==> src/rtl/mbox_pkg.sv <==
package mbox_pkg;
  localparam int ADDR_W_DEF = 11;
  localparam int NUM_PORTS  = 2;
  localparam int LEFT_IDX   = 0;
  localparam int RIGHT_IDX  = 1;
endpackage

==> src/rtl/mbox_port_decode.sv <==
module mbox_port_decode #(
  parameter int ADDR_W = mbox_pkg::ADDR_W_DEF,
  parameter logic [ADDR_W-1:0] OWN_BOX  = '0,
  parameter logic [ADDR_W-1:0] PEER_BOX = '0
) (
  input  logic              sel_n,
  input  logic              oe_n,
  input  logic              we_n,
  input  logic              hold_n,
  input  logic [ADDR_W-1:0] addr,
  output logic              raise_peer,
  output logic              clear_own
);
  logic active;

  // A held-off port performs no mailbox side effect at all.
  always_comb begin
    active     = !sel_n && hold_n;
    raise_peer = active && !we_n && (addr == PEER_BOX);
    clear_own  = active && !oe_n && (addr == OWN_BOX);
  end
endmodule

==> src/rtl/mbox_flag.sv <==
module mbox_flag (
  input  logic clk,
  input  logic rst_n,
  input  logic en,
  input  logic set,
  input  logic clr,
  output logic flag
);
  logic flag_q;

  // Priority: disable, then set, then clear.
  always_ff @(posedge clk or negedge rst_n) begin
    if (!rst_n)      flag_q <= 1'b0;
    else if (!en)    flag_q <= 1'b0;
    else if (set)    flag_q <= 1'b1;
    else if (clr)    flag_q <= 1'b0;
  end

  assign flag = flag_q;

  AST_SET_OVER_CLEAR: assert property (@(posedge clk) disable iff (!rst_n)
    (en && set && clr) |=> flag);
endmodule

==> src/rtl/dual_port_mailbox_irq.sv <==
module dual_port_mailbox_irq #(
  parameter int ADDR_W = mbox_pkg::ADDR_W_DEF
) (
  input  logic              clk,
  input  logic              rst_n,
  input  logic              irq_en,
  input  logic              l_sel_n,
  input  logic              l_oe_n,
  input  logic              l_we_n,
  input  logic              l_hold_n,
  input  logic [ADDR_W-1:0] l_addr,
  input  logic              r_sel_n,
  input  logic              r_oe_n,
  input  logic              r_we_n,
  input  logic              r_hold_n,
  input  logic [ADDR_W-1:0] r_addr,
  output logic              l_irq_n,
  output logic              r_irq_n
);
  import mbox_pkg::*;

  localparam logic [ADDR_W-1:0] RIGHT_BOX = '1;
  localparam logic [ADDR_W-1:0] LEFT_BOX  = RIGHT_BOX - 1'b1;

  logic [NUM_PORTS-1:0] sel_n_a, oe_n_a, we_n_a, hold_n_a;
  logic [ADDR_W-1:0]    addr_a [NUM_PORTS];
  logic [NUM_PORTS-1:0] raise_a, clear_a, flag_a;

  assign sel_n_a  = {r_sel_n,  l_sel_n};
  assign oe_n_a   = {r_oe_n,   l_oe_n};
  assign we_n_a   = {r_we_n,   l_we_n};
  assign hold_n_a = {r_hold_n, l_hold_n};
  assign addr_a[LEFT_IDX]  = l_addr;
  assign addr_a[RIGHT_IDX] = r_addr;

  for (genvar p = 0; p < NUM_PORTS; p++) begin : g_port
    localparam logic [ADDR_W-1:0] OWN  = (p == LEFT_IDX) ? LEFT_BOX  : RIGHT_BOX;
    localparam logic [ADDR_W-1:0] PEER = (p == LEFT_IDX) ? RIGHT_BOX : LEFT_BOX;

    mbox_port_decode #(.ADDR_W(ADDR_W), .OWN_BOX(OWN), .PEER_BOX(PEER)) u_dec (
      .sel_n(sel_n_a[p]), .oe_n(oe_n_a[p]), .we_n(we_n_a[p]),
      .hold_n(hold_n_a[p]), .addr(addr_a[p]),
      .raise_peer(raise_a[p]), .clear_own(clear_a[p])
    );

    // A flag is raised by the other port and cleared by its owner.
    mbox_flag u_flag (
      .clk(clk), .rst_n(rst_n), .en(irq_en),
      .set(raise_a[NUM_PORTS-1-p]), .clr(clear_a[p]), .flag(flag_a[p])
    );
  end

  assign l_irq_n = ~flag_a[LEFT_IDX];
  assign r_irq_n = ~flag_a[RIGHT_IDX];

  logic l_hits_r, r_hits_l;
  assign l_hits_r = irq_en && !l_sel_n && !l_we_n && l_hold_n && (l_addr == RIGHT_BOX);
  assign r_hits_l = irq_en && !r_sel_n && !r_we_n && r_hold_n && (r_addr == LEFT_BOX);

  AST_RIGHT_RAISE: assert property (@(posedge clk) disable iff (!rst_n)
    l_hits_r |=> !r_irq_n);
  AST_LEFT_RAISE: assert property (@(posedge clk) disable iff (!rst_n)
    r_hits_l |=> !l_irq_n);
  AST_LEFT_CLEAR: assert property (@(posedge clk) disable iff (!rst_n)
    (irq_en && !l_sel_n && !l_oe_n && l_hold_n && l_addr == LEFT_BOX && !r_hits_l)
    |=> l_irq_n);
  AST_RIGHT_CLEAR: assert property (@(posedge clk) disable iff (!rst_n)
    (irq_en && !r_sel_n && !r_oe_n && r_hold_n && r_addr == RIGHT_BOX && !l_hits_r)
    |=> r_irq_n);
  AST_HOLD_KEEPS: assert property (@(posedge clk) disable iff (!rst_n)
    (irq_en && !l_hold_n && !r_hits_l) |=> $stable(l_irq_n));
  AST_DISABLED_QUIET: assert property (@(posedge clk) disable iff (!rst_n)
    !irq_en |=> (l_irq_n && r_irq_n));
endmodule

==> config.mk <==
export PLATFORM = sky130hd
export DESIGN_NAME = dual_port_mailbox_irq
export DESIGN_NICKNAME = d
export VERILOG_FILES = /design/src/rtl/mbox_pkg.sv /design/src/rtl/mbox_port_decode.sv /design/src/rtl/mbox_flag.sv /design/src/rtl/dual_port_mailbox_irq.sv
export SDC_FILE = /design/constraint.sdc
export NUM_CORES = 1
export LEC_CHECK = 0
export BUFFER_PORTS_ARGS = -buffer_cell sky130_fd_sc_hd__buf_2
export CORE_AREA = 3 3 40 42
export DETAILED_ROUTE_END_ITERATION = 12
export DIE_AREA = 0 0 43 45
export PLACE_DENSITY = 0.56
export SLEW_MARGIN = 25
export SYNTH_ARGS = -nofsm -noshare
export SYNTH_HDL_FRONTEND = slang
export SYNTH_SLANG_ARGS = --single-unit
==> constraint.sdc <==
create_clock -name clk -period 0.8 [get_ports clk]
set_input_delay 0.16 -clock clk [delete_from_list [all_inputs] [get_ports clk]]
set_output_delay 0.16 -clock clk [all_outputs]
set_load 0.01 [all_outputs]
==> results.json <==
{
  "final_common_cell": "buf_2",
  "detail-route-antenna-nets": 0,
  "clock.fmax_mhz": 1100,
  "via_per_inst": 4.20,
  "failed_checks": "setup timing",
  "endpoint_kind": "output pin",
  "p_leak_uw": 0.000224,
  "syn_area_per_cell_um2": 7.51,
  "grt-ovfl-total": 0,
  "syn_inst": 23,
  "ys_seq_elements": 2,
  "final_cell_mix": "buf_2, nand4_1, buf_6, buf_4",
  "hold_viol_final": 0,
  "holdWs_ns": 0.194,
  "synth_seq_area_share_pct": 29.0,
  "clock_latency_ns": 0.22,
  "internal_power_uw": 351,
  "dieArea_um2": 1940,
  "first_pass_iters": 3,
  "fin_area_um2": 455,
  "ys_types": 14,
  "syn-num-nets": 56,
  "p_sw_uw": 84.8,
  "ioPinCount": 35,
  "cts_root_buf": "clkbuf_4",
  "drt_iter0_markers": 3,
  "layout.nets": 100,
  "rows": 13,
  "core_area_um2": 1280,
  "port_buffers": 34,
  "drt-total-wl_um": 693,
  "ys_warn_count": 0,
  "relSlewSlack_pct": 82.3,
  "htreeDepth": 1,
  "dieHeight_um": 45,
  "comb_power_share_pct": 26.5,
  "crit_type": "flop to output pin",
  "antenna_found_initial": 0,
  "outcome": "finished with violations",
  "r2r_slack_ns": 0.06,
  "cp_data_required_time_ns": 0.64,
  "clkTransAtPathRegs_ns": 0.03,
  "worst_setup_path_start_kind": "flop",
  "wl_per_cell_um": 8.66,
  "rsz0062_at_grt": "true",
  "cts.sinks": 2,
  "routabilityCongestion": 0.595,
  "rr_endpoint": "g_port[0].u_flag.flag",
  "period_needed_ns": 0.909,
  "dr_total_vias": 336,
  "grt_util_all_layers_pct": 7.25,
  "post_dp_cell_area_um2": 369,
  "rr_startpoint": "g_port[0].u_flag.flag",
  "vdd_drop_max_mv": 0.362,
  "sw_frac_of_total_pct": 19.5,
  "final_layout_size_suffix_gt1_share_pct": 66.2,
  "grt_pass1_vias": 298,
  "post-route-drc-count": 0,
  "cts.path.max_buffers": 2,
  "diodes": 0,
  "syn_to_final_growth_pct": 164,
  "start_util_pct": 13.4,
  "numCtsBuffers": 3,
  "final_cells": 80,
  "fin_ws_ns": -0.109,
  "slew_viol_final": 0,
  "seqPwrFrac_pct": 23.4,
  "worstPathArrival_ns": 0.75,
  "worst_slew_pin_slew_ns": 0.263,
  "startpoint": "g_port[1].u_flag.flag",
  "grt_max_degree": 4,
  "finalCritPeriodShare_pct": 114,
  "p_clk_share_pct": 50.1,
  "p_per_area_nw_per_um2": 956,
  "reg2regPathDepth": 3,
  "grt_pass1_wl_um": 1070,
  "die_x_um": 43,
  "hp-class": "primary input to flop",
  "drv_cap": 0,
  "fin_skew_ns": 0,
  "cp-endpoint": "r_irq_n",
  "cp_max_fo": 2,
  "cts_tree": "built",
  "dp_slack_ns": -0.274,
  "syn-cell-area_um2": 173,
  "dpl.cell_count": 73,
  "largest_reg_flops": 2,
  "setup_violations": 3
}
==> repair_timing <==
action                                 in CTS  in global routing
pin swaps                                   1                  2
resized for setup                           3                  2
buffers inserted                            2                  1
endpoints found under the hold margin       2                  0
setup endpoints to repair                   3                  3
hold buffers                                1                  0
==> how the worst min path moves through the flow <==
| stage | start | endpoint | slack [ns] | depth (start not counted) |
|---|---|---|---|---|
| after detailed placement | rst_n | g_port[0].u_flag.flag | -0.05 | 1 |
| final | r_we_n | g_port[0].u_flag.flag | 0.19 | 4 |
| after global placement | rst_n | g_port[0].u_flag.flag | -0.05 | 1 |
| after floorplan | rst_n | g_port[0].u_flag.flag | -0.14 | 0 |
| after global routing | r_we_n | g_port[0].u_flag.flag | 0.22 | 4 |
| after CTS | r_we_n | g_port[0].u_flag.flag | 0.19 | 4 |
==> through the flow <==
step,setup TNS (ns),total power [µW],util [%]
after floorplan,-0.115,118,-
after global placement,-0.409,199,28.7
after detailed placement,-0.443,201,28.7
after CTS,-0.266,449,33.9
after global routing,-0.386,476,35.4
final,-0.246,435,35.4
==> cell type report <==
| type | count | area, µm² |
|---|---|---|
| Fill cell | 149 | 830 |
| Timing Repair Buffer | 39 | 235 |
| Multi-Input combinational cell | 19 | 121 |
| Sequential cell | 2 | 50.0 |
| Clock buffer | 3 | 22.5 |
| Tap cell | 15 | 18.8 |
| Inverter | 2 | 7.51 |
==> Yosys cell counts, drive strengths merged <==
| master | count | area [µm²] |
|---|---|---|
| or3 | 1 | 6.26 |
| nand3b | 1 | 7.51 |
| nand4 | 4 | 25.0 |
| inv | 2 | 7.51 |
| nor4 | 2 | 12.5 |
| nand4b | 2 | 17.5 |
| dfrtp | 2 | 50.1 |
| o21ai | 1 | 5.00 |
| o22ai | 1 | 6.26 |
| nand2 | 3 | 11.3 |
| nand2b | 1 | 6.26 |
| or4 | 1 | 7.51 |
| nor2 | 1 | 3.75 |
| or2 | 1 | 6.26 |
==> cells by family (layout without fill, tap and decap cells) <==
group | count (synthesis) | in the layout | share of synthesized area (%)
compound gates | 2 | 2 | 6.52
simple gates | 17 | 17 | 60.2
flops | 2 | 2 | 29.0
buf+inv | 2 | 44 | 4.35
==> power by group through the flow <==
stage                     registers [µW]  logic (µW)  clock network [µW]
after detailed placement             103        98.0                   0
after global placement               103        95.6                   0
after global routing                 102         129                 244
final                                102         115                 218
after floorplan                      103        15.3                   0
after CTS                            102         111                 237
==> critical path, cell delays in order, from the launching register on <==
cell	delay (ns)
dfrtp_1	0.37
inv_1	0.05
buf_2	0.11
==> layer usage <==
metal / global-route usage, % / routed length, µm
met3: 2.79 / 94
met4: 3.61 / 0
met1: 9.42 / 278
met5: 0 / 0
met2: 10.5 / 320
Note: power is estimated with default switching activity, not from simulation.
